--- src/rtl/irq_prio_pkg.sv ---
package irq_prio_pkg;

  // Decoded command codes, packed as {R, SL, EOI}
  typedef enum logic [2:0] {
    CMD_CLR_ROT_AEOI = 3'b000,
    CMD_NS_EOI       = 3'b001,
    CMD_NOP          = 3'b010,
    CMD_SP_EOI       = 3'b011,
    CMD_SET_ROT_AEOI = 3'b100,
    CMD_ROT_NS_EOI   = 3'b101,
    CMD_SET_PRIO     = 3'b110,
    CMD_ROT_SP_EOI   = 3'b111
  } cmd_e;

endpackage

--- src/rtl/irq_req_capture.sv ---
module irq_req_capture #(
  parameter int NUM_LVL = 8,
  parameter int LVL_W   = 3
) (
  input  logic               clk,
  input  logic               rst_n,
  input  logic [NUM_LVL-1:0] irq_i,
  input  logic               level_mode_i,
  input  logic               freeze_i,
  input  logic               clr_en_i,
  input  logic [LVL_W-1:0]   clr_lvl_i,
  output logic [NUM_LVL-1:0] irr_o
);

  logic [NUM_LVL-1:0] sync0_q, sync1_q, prev_q, irr_q;
  logic [NUM_LVL-1:0] prev_n, irr_n, rise, clr_vec;

  always_comb begin
    rise    = sync1_q & ~prev_q;
    clr_vec = clr_en_i ? (NUM_LVL'(1) << clr_lvl_i) : '0;
    // edge history is held while frozen so an edge is not lost
    prev_n  = freeze_i ? prev_q : sync1_q;
    if (freeze_i)          irr_n = irr_q & ~clr_vec;
    else if (level_mode_i) irr_n = irq_i;
    else                   irr_n = irr_q | rise;
  end

  always_ff @(posedge clk or negedge rst_n) begin
    if (!rst_n) begin
      sync0_q <= '0;
      sync1_q <= '0;
      prev_q  <= '0;
      irr_q   <= '0;
    end else begin
      sync0_q <= irq_i;
      sync1_q <= sync0_q;
      prev_q  <= prev_n;
      irr_q   <= irr_n;
    end
  end

  assign irr_o = irr_q;

endmodule

--- src/rtl/irq_prio_pick.sv ---
module irq_prio_pick #(
  parameter int NUM_LVL = 8,
  parameter int LVL_W   = 3
) (
  input  logic [NUM_LVL-1:0] vec_i,
  input  logic [LVL_W-1:0]   lowest_i,
  output logic               any_o,
  output logic [LVL_W-1:0]   lvl_o
);

  logic [LVL_W-1:0] idx;

  // Walk from lowest to highest priority; the last hit wins.
  always_comb begin
    any_o = 1'b0;
    lvl_o = '0;
    idx   = '0;
    for (int k = NUM_LVL - 1; k >= 0; k--) begin
      idx = lowest_i + LVL_W'(k + 1);
      if (vec_i[idx]) begin
        any_o = 1'b1;
        lvl_o = idx;
      end
    end
  end

endmodule

--- src/rtl/irq_service_ctl.sv ---
module irq_service_ctl
  import irq_prio_pkg::*;
#(
  parameter int NUM_LVL = 8,
  parameter int LVL_W   = 3
) (
  input  logic               clk,
  input  logic               rst_n,
  input  logic               auto_eoi_i,
  input  logic               grant_i,
  input  logic [LVL_W-1:0]   win_lvl_i,
  input  logic               ack_last_i,
  input  logic               cmd_valid_i,
  input  logic [2:0]         cmd_code_i,
  input  logic [LVL_W-1:0]   cmd_level_i,
  input  logic               mask_wr_i,
  input  logic [NUM_LVL-1:0] mask_data_i,
  input  logic               smm_enable_i,
  input  logic               smm_set_i,
  input  logic               top_any_i,
  input  logic [LVL_W-1:0]   top_lvl_i,
  output logic [NUM_LVL-1:0] isr_o,
  output logic [NUM_LVL-1:0] mask_o,
  output logic               smm_o,
  output logic [LVL_W-1:0]   ptr_o
);

  logic [NUM_LVL-1:0] isr_q, isr_n, mask_q, mask_n;
  logic [LVL_W-1:0]   ptr_q, ptr_n, svc_q, svc_n;
  logic               smm_q, smm_n, rot_q, rot_n;

  always_comb begin
    isr_n  = isr_q;
    mask_n = mask_q;
    ptr_n  = ptr_q;
    svc_n  = svc_q;
    smm_n  = smm_q;
    rot_n  = rot_q;

    if (grant_i) begin
      isr_n[win_lvl_i] = 1'b1;
      svc_n            = win_lvl_i;
    end

    if (ack_last_i && auto_eoi_i) begin
      isr_n[svc_q] = 1'b0;
      if (rot_q) ptr_n = svc_q;
    end

    if (mask_wr_i)    mask_n = mask_data_i;
    if (smm_enable_i) smm_n  = smm_set_i;

    if (cmd_valid_i) begin
      case (cmd_code_i)
        CMD_NS_EOI: begin
          if (top_any_i) isr_n[top_lvl_i] = 1'b0;
        end
        CMD_SP_EOI: begin
          isr_n[cmd_level_i] = 1'b0;
        end
        CMD_ROT_NS_EOI: begin
          if (top_any_i) begin
            isr_n[top_lvl_i] = 1'b0;
            ptr_n            = top_lvl_i;
          end
        end
        CMD_ROT_SP_EOI: begin
          isr_n[cmd_level_i] = 1'b0;
          ptr_n              = cmd_level_i;
        end
        CMD_SET_PRIO:     ptr_n = cmd_level_i;
        CMD_SET_ROT_AEOI: rot_n = 1'b1;
        CMD_CLR_ROT_AEOI: rot_n = 1'b0;
        default: ;
      endcase
    end
  end

  always_ff @(posedge clk or negedge rst_n) begin
    if (!rst_n) begin
      isr_q  <= '0;
      mask_q <= '0;
      ptr_q  <= LVL_W'(NUM_LVL - 1);
      svc_q  <= '0;
      smm_q  <= 1'b0;
      rot_q  <= 1'b0;
    end else begin
      isr_q  <= isr_n;
      mask_q <= mask_n;
      ptr_q  <= ptr_n;
      svc_q  <= svc_n;
      smm_q  <= smm_n;
      rot_q  <= rot_n;
    end
  end

  assign isr_o  = isr_q;
  assign mask_o = mask_q;
  assign smm_o  = smm_q;
  assign ptr_o  = ptr_q;

endmodule

--- src/rtl/irq_prio_core.sv ---
module irq_prio_core #(
  parameter int NUM_LVL = 8,
  parameter int LVL_W   = $clog2(NUM_LVL)
) (
  input  logic               clk,
  input  logic               rst_n,
  input  logic [NUM_LVL-1:0] irq_i,
  input  logic               level_mode_i,
  input  logic               auto_eoi_i,
  input  logic               mask_wr_i,
  input  logic [NUM_LVL-1:0] mask_data_i,
  input  logic               cmd_valid_i,
  input  logic [2:0]         cmd_code_i,
  input  logic [LVL_W-1:0]   cmd_level_i,
  input  logic               smm_enable_i,
  input  logic               smm_set_i,
  input  logic               ack_first_i,
  input  logic               ack_last_i,
  output logic               irq_o,
  output logic [LVL_W-1:0]   ack_level_o,
  output logic [NUM_LVL-1:0] irr_o,
  output logic [NUM_LVL-1:0] isr_o
);

  localparam int NUM_PICK = 3;  // request, blocking, full in-service

  logic                 rst_meta_q, rst_sync_n;
  logic [NUM_LVL-1:0]   irr_q, isr_q, mask_q, blk_vec;
  logic                 smm_q, grant;
  logic [LVL_W-1:0]     ptr_q, req_rank, blk_rank;
  logic [NUM_PICK-1:0]  pick_any;
  logic [LVL_W-1:0]     pick_lvl [NUM_PICK];
  logic [NUM_LVL-1:0]   pick_vec [NUM_PICK];

  // asynchronous assert, synchronous release
  always_ff @(posedge clk or negedge rst_n) begin
    if (!rst_n) begin
      rst_meta_q <= 1'b0;
      rst_sync_n <= 1'b0;
    end else begin
      rst_meta_q <= 1'b1;
      rst_sync_n <= rst_meta_q;
    end
  end

  irq_req_capture #(.NUM_LVL(NUM_LVL), .LVL_W(LVL_W)) u_capture (
    .clk          (clk),
    .rst_n        (rst_sync_n),
    .irq_i        (irq_i),
    .level_mode_i (level_mode_i),
    .freeze_i     (ack_first_i),
    .clr_en_i     (grant),
    .clr_lvl_i    (pick_lvl[0]),
    .irr_o        (irr_q)
  );

  always_comb begin
    blk_vec     = smm_q ? (isr_q & ~mask_q) : isr_q;
    pick_vec[0] = irr_q & ~mask_q;
    pick_vec[1] = blk_vec;
    pick_vec[2] = isr_q;
  end

  for (genvar g = 0; g < NUM_PICK; g++) begin : g_pick
    irq_prio_pick #(.NUM_LVL(NUM_LVL), .LVL_W(LVL_W)) u_pick (
      .vec_i    (pick_vec[g]),
      .lowest_i (ptr_q),
      .any_o    (pick_any[g]),
      .lvl_o    (pick_lvl[g])
    );
  end

  // rank 0 = highest priority
  always_comb begin
    req_rank = pick_lvl[0] - ptr_q - LVL_W'(1);
    blk_rank = pick_lvl[1] - ptr_q - LVL_W'(1);
    irq_o    = pick_any[0] && (!pick_any[1] || (req_rank < blk_rank));
    grant    = ack_first_i && irq_o;
  end

  irq_service_ctl #(.NUM_LVL(NUM_LVL), .LVL_W(LVL_W)) u_service (
    .clk          (clk),
    .rst_n        (rst_sync_n),
    .auto_eoi_i   (auto_eoi_i),
    .grant_i      (grant),
    .win_lvl_i    (pick_lvl[0]),
    .ack_last_i   (ack_last_i),
    .cmd_valid_i  (cmd_valid_i),
    .cmd_code_i   (cmd_code_i),
    .cmd_level_i  (cmd_level_i),
    .mask_wr_i    (mask_wr_i),
    .mask_data_i  (mask_data_i),
    .smm_enable_i (smm_enable_i),
    .smm_set_i    (smm_set_i),
    .top_any_i    (pick_any[2]),
    .top_lvl_i    (pick_lvl[2]),
    .isr_o        (isr_q),
    .mask_o       (mask_q),
    .smm_o        (smm_q),
    .ptr_o        (ptr_q)
  );

  assign ack_level_o = pick_lvl[0];
  assign irr_o       = irr_q;
  assign isr_o       = isr_q;

endmodule

--- config.mk ---
export PLATFORM = sky130hd
export DESIGN_NAME = irq_prio_core
export DESIGN_NICKNAME = d
export VERILOG_FILES = /design/src/rtl/irq_prio_pkg.sv /design/src/rtl/irq_req_capture.sv /design/src/rtl/irq_prio_pick.sv /design/src/rtl/irq_service_ctl.sv /design/src/rtl/irq_prio_core.sv
export SDC_FILE = /design/constraint.sdc
export NUM_CORES = 1
export LEC_CHECK = 0
export BUFFER_PORTS_ARGS = -buffer_cell sky130_fd_sc_hd__buf_2
export CAP_MARGIN = 10
export CORE_ASPECT_RATIO = 1.25
export CORE_MARGIN = 8
export CORE_UTILIZATION = 45
export CTS_CLUSTER_DIAMETER = 50
export DETAILED_ROUTE_END_ITERATION = 6
export PLACE_DENSITY_LB_ADDON = 0.3
export SLEW_MARGIN = 15
export SYNTH_ARGS = -nofsm -noshare
export SYNTH_HDL_FRONTEND = slang
export SYNTH_SLANG_ARGS = --single-unit
--- constraint.sdc ---
create_clock -name clk -period 13.8 [get_ports clk]
set_input_delay 2.76 -clock clk [delete_from_list [all_inputs] [get_ports clk]]
set_output_delay 2.76 -clock clk [all_outputs]
set_load 0.005 [all_outputs]
# Word level (Yosys, flattened, before mapping)
# Index checks and enable logic that the tools add are counted.
# word_totals
regBits,58
output_inout_bits,20
word_cells,196
# classes
n_addsub,11
order_cmp,17
eq_ne,6
shift,1
muxes,119
bitwise,15
n_reduce_logical,15
# op_table
cell,count
3-bit 2-to-1 mux,28
1-bit binary-select mux with 3-bit select,24
8-bit 2-to-1 mux,8
8-bit AND,7
1-bit 2-to-1 mux,52
3-bit by 4-bit less-than comparator with 1-bit output (second input constant),12
8-bit inverter,6
8-bit bitwise OR,2
8-bit case mux with 2 select lines,1
3-bit adder (second input constant),4
1-bit demux with 3-bit select,4
3-bit equality test (second input constant),4
3-bit by 1-bit greater-or-equal comparator with 1-bit output (second input constant),4
1-bit by 3-bit << shifter with 8-bit output (first input constant),1
1-bit logical AND,7
3-bit by 2-bit adder with 3-bit output (second input constant),2
3-bit case mux with 2 select lines,1
2-bit OR reduction,3
3-bit by 1-bit subtractor with 3-bit output (second input constant),2
3-bit subtractor,2
3-bit by 1-bit adder with 3-bit output (second input constant),1
3-bit by 1-bit equality test with 1-bit output (second input constant),1
3-bit by 2-bit equality test with 1-bit output (second input constant),1
3-bit logical NOT,1
6 further kinds,6

# Depth between registers and ports, before layout
# Gate-level depths: netlist (run 1).
# depth
ltp_word,26
depth_mapped,24
ltp_nobuf,20

# Cells and area by module
# Synthesis (run 1) repeated with hierarchy kept, for this count alone.
# hier_totals
cells_unflattened,471
hier_area_um2,4860.9
# by_module_without_submodules
mod,instances,cells_each,area_each_um2,seq_area_each_um2
irq_prio_pick,3,77,674.4,0.0
irq_req_capture,1,89,1261.2,800.8
irq_service_ctl,1,110,1226.2,604.3
irq_prio_core,1,41,350.3,50.0

# Worst setup path before layout (run 1)
# No wires, ideal clock.
# synth_timing
path_kind,register to output
startpoint,"register u_service.ptr_q[1], in the netlist u_service.ptr_o[1]"
endpoint,output irq_o
arrival_time_ps,4870
required_ps,11040
setup_slack_ps,6170
stages_incl_launch_ff,18
path_cell_list,dfstp_2 clkbuf_1 clkinv_1 clkbuf_1 ha_1 buf_2 buf_1 mux4_2 nor4b_1 nor3_1 a311oi_2 ha_1 fa_1 ha_1 a21oi_1 nor2b_1 o32a_1 nor2b_1
# synth_between
elab_chain_len,15
elab_cells_between_ends,79
classes_between,add/sub: 11; order compare: 1; mux: 64; reduce/logical: 3
# synth_lines
element,line,source
start: declaration,irq_service_ctl.sv:29,"logic [LVL_W-1:0] ptr_q, ptr_n, svc_q, svc_n;"
start signal: assignment,irq_service_ctl.sv:83,ptr_q <= LVL_W'(NUM_LVL - 1);
start signal: assignment,irq_service_ctl.sv:90,ptr_q <= ptr_n;
3-bit adder / 1-bit binary-select mux with 3-bit select (equally long branches),"irq_prio_pick.sv:19, irq_prio_pick.sv:20",
1-bit binary-select mux with 3-bit select / 1-bit 2-to-1 mux (equally long branches),irq_prio_pick.sv:20,if (vec_i[idx]) begin
1-bit 2-to-1 mux (not written as such) / 3-bit 2-to-1 mux (equally long branches),irq_prio_pick.sv:20,
3-bit 2-to-1 mux (6 in series),irq_prio_pick.sv:20,
3-bit 2-to-1 mux (*),irq_prio_pick.sv:20,
net ack_level_o[0],irq_prio_core.sv:20,"output logic [LVL_W-1:0] ack_level_o,"
3-bit subtractor (*),irq_prio_core.sv:75,req_rank = pick_lvl[0] - ptr_q - LVL_W'(1);
3-bit by 1-bit subtractor with 3-bit output (*),irq_prio_core.sv:75,
3-bit less-than comparator (*),irq_prio_core.sv:77,irq_o = pick_any[0] && (!pick_any[1] || (req_rank < blk_rank));
1-bit logical OR (*),irq_prio_core.sv:77,
1-bit logical AND (*),irq_prio_core.sv:77,
end: declaration,irq_prio_core.sv:19,"output logic irq_o,"
# The timed path passes the listed nets; every way through them passes the cells marked *. The select of a mux whose other input is x is not followed.

# Worst setup path in the final report (run 1)
# layout_timing
startpoint,"register u_service.ptr_q[1], in the netlist u_service.ptr_o[1]"
endpoint,output irq_o
# layout_between
elab_chain_len,15
elab_cells_between_ends,79
classes_between,add/sub: 11; order compare: 1; mux: 64; reduce/logical: 3
# layout_lines
element,line
3-bit adder / 1-bit binary-select mux with 3-bit select (equally long branches),"irq_prio_pick.sv:19, irq_prio_pick.sv:20"
1-bit binary-select mux with 3-bit select / 1-bit 2-to-1 mux (equally long branches),irq_prio_pick.sv:20
1-bit 2-to-1 mux (not written as such) / 3-bit 2-to-1 mux (equally long branches),irq_prio_pick.sv:20
3-bit 2-to-1 mux (7 in series),irq_prio_pick.sv:20
3-bit subtractor (on tied branches),"irq_prio_core.sv:75, irq_prio_core.sv:76"
3-bit by 1-bit subtractor with 3-bit output (on tied branches),"irq_prio_core.sv:75, irq_prio_core.sv:76"
3-bit less-than comparator,irq_prio_core.sv:77
1-bit logical OR,irq_prio_core.sv:77
1-bit logical AND (*),irq_prio_core.sv:77
# Mark *: on every way between the ends. The rest lies on a longest branch, timed or not. The select of a mux whose other input is x is not followed.

==> results.yml, run 1 <==
finish:
  drive_gt1_frac: 0.2768
  syn2layout_area_growth_pct: 12.22
  mostFrequentLayoutCells: "dfrtp_1, nand2_1, buf_2, a21oi_1, mux2_2"
  nNetsFinal: 631
  nFillCells: 1065
  mostFrequentLayoutCell: "dfrtp_1"
  diodes: 0
timing:
  rsz0062_at_grt: "false"
  worst_pin_slew_ns: 0.8966
  setup_tns_ns: 0
  min_period_ns: 9.221
  max_freq_mhz: 108.4
  maxSlewHeadroom: 0.3993
  hold_viol: 0
  drv_slew: 0
  fin_crit_sh: 0.6682
  setup_violations: 0
  final.setup_skew_ns: 0.005782
setup_path:
  crit_path_end_kind: "primary output"
  path_max_fanout: 44
  critPathKind: "flip-flop to primary output"
  arrival_ns: 6.46
  critPathLaunchType: "flip-flop"
  reg2reg_depth: 17
  cp_data_required_time_ns: 11.04
clock_network:
  cts_setup_buffers: 0
  cts.sinks: 58
  cts_root_buf: "clkbuf_16"
  cts_tree: "yes"
  clk_path_buf_depth: 2
  path_clk_slew_ns: 0.05
  cts_resized: 0
  insertion_delay_ns: 0.32
  holdBufCountCts: 0
  htreeDepth: 3
  cts_buffers: 9
global_route:
  grt_start_max_net_pins: 45
  grt_pass1_vias: 4860
  grt_first_pass_wirelength_um: 25410
  gr-usage-all-layers: 0.2055
  grt_antenna_before_repair: 0
  overflow: 0
die:
  die_h_um: 138.0
  core_mm2: 0.01162
  die_x_um: 113.6
  row_count: 44
  fp.dieArea_mm2: 0.01567
  num_io_pins: 52
  start_util: 0.4610
synth:
  syn_inst: 556
  ys_ff_latch: 58
  ys_types: 73
  syn_avg_cell_area_um2: 9.632
  ys_seq_area_frac: 0.2717
  async_flop_share: 1.000
  synth_fp_nets: 596
  synth_edf_count: 0
  ys_warn_count: 0
  syn_area_mm2: 0.005355
  synthFlopType: "dfrtp_1"
drt:
  vias_per_cell: 6.452
  vias: 4884
  drt_pass1_iterations: 5
  drt-initial-drc-count: 457
  drc: 0
  wl_per_cell_um: 20.75
  wirelength_um: 15710
  ant_nets: 0
placed_design:
  dpl.hpwl_um: 11640
  io_buffers: 51
  place_congestion: 0.9879
status:
  status: "finished, final reports clean"
hold_path:
  hp-class: "flip-flop to asynchronous set/reset pin"
job:
  drv_cap: 0
==> cells by family after synthesis <==
family | synth area share
muxes | 0.2834
other | 0.0007003
adders and majority gates | 0.02150
xor gates and xnor gates | 0.02033
AOI/OAI and AO/OA | 0.1944
DFF | 0.2717
and+or+nand+nor | 0.1617
buffers and inverters | 0.04626
==> registers in the layout (all words and copies together) (netlist names) <==
signal and flops:
u_capture.irr_o 8, u_capture.prev_q 8, u_capture.sync0_q 8, u_capture.sync1_q 8
u_service.isr_o 8, u_service.mask_o 8, u_service.ptr_o 3, u_service.svc_q 3
rst_meta_q 1, rst_sync_n 1, u_service.rot_q 1, u_service.smm_o 1
==> critical path, stage by stage, from the launching register on <==
cell and delay (ns):
dfstp_2 0.51, buf_4 0.43, clkinv_1 0.71, ha_1 0.68, xor2_2 0.48, mux4_2 0.64
nor4b_1 0.31, nor3_1 0.11, a311oi_2 0.43, ha_1 0.25, fa_1 0.41, ha_1 0.30
a21oi_1 0.13, nor2b_1 0.08, o32a_1 0.29, nor2b_1 0.20, buf_2 0.14
==> final cells by class <==
type / instances / area, um2 / area share
inverter: 26 / 100.1 / 0.01666
clock buffer: 12 / 256.5 / 0.04268
clock inverter: 4 / 50.05 / 0.008328
sequential: 58 / 1456 / 0.2423
tap: 161 / 201.4 / 0.03352
multi-input combinational: 440 / 3652 / 0.6077
timing repair buffer: 56 / 292.8 / 0.04872
==> synthesized netlist by cell type (all sizes together) (14+ instances only) <==
master	instances	share of area
dfrtp	55	0.26
mux2	39	0.082
mux4	36	0.15
buf	15	0.016
clkbuf	17	0.012
a21oi	39	0.036
nand2b	17	0.020
inv	25	0.018
nor2b	14	0.016
o21ai	22	0.021
nand2	51	0.036
nor2	32	0.022
mux2i	26	0.049
==> per-stage QoR <==
stage	hold slack (ns)	util	cells	setup slack, ns	cell area (um2)
after detailed placement	0.1695	0.4910	741	5.006	5703
final	0.1475	0.5173	757	4.579	6010
after global routing	0.1845	0.5173	757	4.217	6010
after floorplan	0.3312	-	556	6.170	5355
after global placement	0.1572	0.4910	741	5.217	5703
after CTS	0.1710	0.5173	757	4.633	6010
==> final timing paths <==
check                                                  to  slack (ns)                      startpoint
max in group asynchronous            rst_sync_n$_DFF_PN0_       11.48                           rst_n
min reg2reg                  u_service.isr_o[5]$_DFF_PN0_        0.15            rst_sync_n$_DFF_PN0_
min in group clk           u_capture.sync1_q[7]$_DFF_PN0_        0.35  u_capture.sync0_q[7]$_DFF_PN0_
max reg2reg                  u_service.isr_o[0]$_DFF_PN0_        6.84    u_service.ptr_o[1]$_DFF_PN1_
max                                                 irq_o        4.58    u_service.ptr_o[1]$_DFF_PN1_
min                          u_service.isr_o[5]$_DFF_PN0_        0.15            rst_sync_n$_DFF_PN0_
==> layer usage <==
metal / vias up / track usage / part of all wire
met5: - / 0 / 0
met4: 0 / 0.1098 / 0.036
met3: 42 / 0.04052 / 0.069
met2: 245 / 0.3422 / 0.49
met1: 2387 / 0.2470 / 0.40
li1: 2210 / - / -
Power of run 1 is left out: the tool's default activity adds up to more than one toggle a clock period on the data nets, which glitch-free logic cannot reach.
==> run 2: changes to the inputs <==
clock period = 7.99 ns   (was 13.8 ns; I/O delays follow)
==> results.yml, run 2 (synthesis gave the netlist of run 1 again) <==
drt:
  drt_pass1_iterations: 6
  drc: 0
  wl_per_cell_um: 21.46
  ant_nets: 0
  vias: 4894
  drt-initial-drc-count: 436
  wirelength_um: 16260
  vias_per_cell: 6.456
placed_design:
  dpl.hpwl_um: 12110
  io_buffers: 51
  place_congestion: 0.9553
finish:
  nNetsFinal: 632
  diodes: 0
  mostFrequentLayoutCells: "dfrtp_1, nand2_1, buf_2, a21oi_1, mux2_2"
  syn2layout_area_growth_pct: 11.73
  mostFrequentLayoutCell: "dfrtp_1"
  drive_gt1_frac: 0.2781
clock_network:
  path_clk_slew_ns: 0.05
  cts.sinks: 58
  holdBufCountCts: 0
  cts_setup_buffers: 0
  cts_buffers: 9
  cts_resized: 0
  cts_tree: "yes"
  cts_root_buf: "clkbuf_16"
  htreeDepth: 3
  clk_path_buf_depth: 2
  insertion_delay_ns: 0.33
die:
  row_count: 44
  die_h_um: 138.0
  fp.dieArea_mm2: 0.01567
  die_x_um: 113.6
  num_io_pins: 52
  start_util: 0.4610
  core_mm2: 0.01162
setup_path:
  path_max_fanout: 37
  arrival_ns: 5.46
  cp_data_required_time_ns: 6.39
  critPathLaunchType: "flip-flop"
  critPathKind: "flip-flop to primary output"
  crit_path_end_kind: "primary output"
global_route:
  gr-usage-all-layers: 0.2152
  grt_start_max_net_pins: 45
  overflow: 0
  grt_pass1_vias: 4964
  grt_antenna_before_repair: 0
  grt_first_pass_wirelength_um: 26710
timing:
  setup_violations: 0
  drv_slew: 0
  maxSlewHeadroom: 0.4689
  setup_tns_ns: 0
  worst_pin_slew_ns: 0.7927
  max_freq_mhz: 141.8
  hold_viol: 0
  rsz0062_at_grt: "false"
  final.setup_skew_ns: 0.006089
  fin_crit_sh: 0.8829
  min_period_ns: 7.054
status:
  status: "finished, final reports clean"
hold_path:
  hp-class: "flip-flop to asynchronous set/reset pin"
job:
  drv_cap: 0
-- run 2: changes by cell type in the layout (fill, tap and decap cells not counted) --
cell / delta
buf_4: +1
clkbuf_8: -1
clkinv_2: +2
bufinv_16: -1
-- run 2: critical path: stages (launching register included) --
cell	delay, ns
dfstp_2	0.55
buf_4	0.47
ha_1	0.46
xor2_2	0.48
mux4_2	0.38
mux2i_1	0.33
or3_1	0.16
o21ai_0	0.09
a311oi_2	0.45
ha_1	0.26
fa_1	0.18
xor2_1	0.20
xnor2_1	0.10
ha_1	0.31
nor2b_1	0.13
o32a_1	0.27
nor2b_1	0.16
buf_2	0.14
-- run 2: cell type report --
class	instances	area [um2]
Clock buffer	11	242.7
Tap cell	161	201.4
Multi-Input combinational cell	440	3652
Sequential cell	58	1456
Timing Repair Buffer	57	300.3
Inverter	26	100.1
Clock inverter	5	30.03
Fill cell	1054	5633
-- run 2: final timing paths --
check,startpoint,end,slack (ns),depth (start not counted)
worst max-delay path,u_service.ptr_o[0]$_DFF_PN1_,irq_o,0.94,17
min in group clk,u_capture.sync0_q[3]$_DFF_PN0_,u_capture.sync1_q[3]$_DFF_PN0_,0.35,0
worst min-delay path,rst_sync_n$_DFF_PN0_,u_service.isr_o[1]$_DFF_PN0_,0.15,0
worst max register to register,u_service.ptr_o[0]$_DFF_PN1_,u_service.isr_o[2]$_DFF_PN0_,2.05,18
max in group asynchronous,rst_n,rst_sync_n$_DFF_PN0_,6.84,1
worst min register to register,rst_sync_n$_DFF_PN0_,u_service.isr_o[1]$_DFF_PN0_,0.15,0
-- run 2: stage by stage --
stage            util  instances  hold WS [ns]  instance area (um2)  setup slack (ns)
3_3_place_gp   0.4916        742        0.1516                 5710             1.425
6_report       0.5151        758        0.1502                 5983            0.9359
4_1_cts        0.5151        758        0.1609                 5983            0.9026
2_1_floorplan       -        556        0.3312                 5355             1.522
3_5_place_dp   0.4916        742        0.1601                 5710             1.301
5_1_grt        0.5151        758        0.1813                 5983            0.5818
-- run 2: metal layers --
metal,GRT usage,vias to the layer above,wire length (um)
met5,0,-,0
met4,0.1039,0,591
met3,0.02963,44,964
met2,0.3771,216,8270
met1,0.2552,2429,6437
li1,-,2205,-
Power of run 2 is left out for the same reason.
==> run 3: changes to the inputs <==
CORE_ASPECT_RATIO = unset   (was 1.25)
clock period = 7.7 ns   (was 7.99 ns; I/O delays follow)
==> results.yml, run 3 (synthesis gave the netlist of run 1 again) <==
die:
  row_count: 40
  core_mm2: 0.01181
  fp.dieArea_mm2: 0.01565
  die_h_um: 125.1
  start_util: 0.4534
  num_io_pins: 52
  die_x_um: 125.1
clock_network:
  insertion_delay_ns: 0.32
  cts_buffers: 9
  htreeDepth: 3
  path_clk_slew_ns: 0.05
  cts_resized: 0
  cts_tree: "yes"
  cts_root_buf: "clkbuf_16"
  cts_setup_buffers: 0
  clk_path_buf_depth: 2
  holdBufCountCts: 0
  cts.sinks: 58
finish:
  diodes: 0
  mostFrequentLayoutCells: "dfrtp_1, nand2_1, buf_2, a21oi_1, mux2_2"
  mostFrequentLayoutCell: "dfrtp_1"
  drive_gt1_frac: 0.2833
  fin_cells: 747
  nNetsFinal: 635
  nFillCells: 1046
  syn2layout_area_growth_pct: 12.43
drt:
  ant_nets: 0
  vias_per_cell: 6.618
  drc: 0
  wl_per_cell_um: 21.03
  wirelength_um: 15710
  vias: 4944
  drt_pass1_iterations: 5
  drt-initial-drc-count: 452
timing:
  setup_violations: 0
  worst_pin_slew_ns: 0.7161
  hold_viol: 0
  drv_slew: 0
  maxSlewHeadroom: 0.5189
  setup_tns_ns: 0
  final.setup_skew_ns: 0.002691
  fin_crit_sh: 0.9073
  max_freq_mhz: 143.1
  min_period_ns: 6.986
  rsz0062_at_grt: "false"
  holdWs_ns: 0.3466
setup_path:
  r2r-start: "u_service.ptr_o[1]$_DFF_PN1_"
  arrival_ns: 5.45
  cp_data_required_time_ns: 6.16
  crit_path_end_kind: "primary output"
  reg2reg_slack_ns: 1.65
  path_max_fanout: 43
  critPathLaunchType: "flip-flop"
  critPathKind: "flip-flop to primary output"
  reg2reg_depth: 17
  r2r_end: "u_service.isr_o[2]$_DFF_PN0_"
hold_path:
  hold_depth: 0
  hp-class: "flip-flop to flip-flop"
  hp-start: "u_capture.sync0_q[4]$_DFF_PN0_"
  holdPathEnd: "u_capture.sync1_q[4]$_DFF_PN0_"
global_route:
  overflow: 0
  grt_start_max_net_pins: 57
  grt_pass1_vias: 5023
  grt_first_pass_wirelength_um: 25920
  grt_antenna_before_repair: 0
  gr-usage-all-layers: 0.2006
placed_design:
  dpl.hpwl_um: 11570
  dp_cells: 731
  place_congestion: 0.9742
  io_buffers: 51
status:
  status: "finished, final reports clean"
job:
  drv_cap: 0
==> run 3: routing by layer <==
metal,global-route usage,part of all wire
met2,0.3225,0.49
met5,0,0
met1,0.2560,0.41
met4,0.08453,0.022
met3,0.04335,0.086
==> run 3: layout make-up <==
type	count	area, um2	area share
timing repair buffer	60	322.8	0.05362
inverter	26	100.1	0.01663
clock inverter	6	66.31	0.01101
clock buffer	10	239.0	0.03969
multi-input combinational	440	3652	0.6066
tap	147	183.9	0.03055
sequential	58	1456	0.2419
==> run 3: worst max-delay path by stage <==
stage,start,end,slack (ns),cells after the start
finish,u_service.ptr_o[1]$_DFF_PN1_,irq_o,0.71,16
global route,u_service.ptr_o[1]$_DFF_PN1_,irq_o,0.34,16
CTS,u_service.ptr_o[1]$_DFF_PN1_,irq_o,0.75,16
detailed placement,u_service.ptr_o[1]$_DFF_PN1_,irq_o,1.09,17
global placement,u_service.ptr_o[1]$_DFF_PN1_,irq_o,1.30,17
floorplan,u_service.ptr_o[1]$_DFF_PN1_,irq_o,1.29,17
==> run 3: through the flow <==
stage / setup WS [ns] / area [um2] / utilization
floorplan: 1.290 / 5355 / -
global placement: 1.298 / 5715 / 0.4839
detailed placement: 1.093 / 5715 / 0.4839
CTS: 0.7498 / 6021 / 0.5097
global route: 0.3378 / 6021 / 0.5097
finish: 0.7139 / 6021 / 0.5097
==> run 3: worst max-delay path, stage by stage, from the launching register on <==
cell and delay [ns]:
dfstp_2 0.53, buf_4 0.43, ha_1 0.47, xor2_2 0.45
mux4_2 0.39, mux2i_1 0.30, a2111o_1 0.16, nor3_1 0.05
a311oi_2 0.49, ha_1 0.27, fa_1 0.42, ha_1 0.30
a21oi_1 0.13, nor2b_1 0.06, o32a_1 0.30, nor2b_1 0.19
buf_2 0.14
Power of run 3 is left out for the same reason.
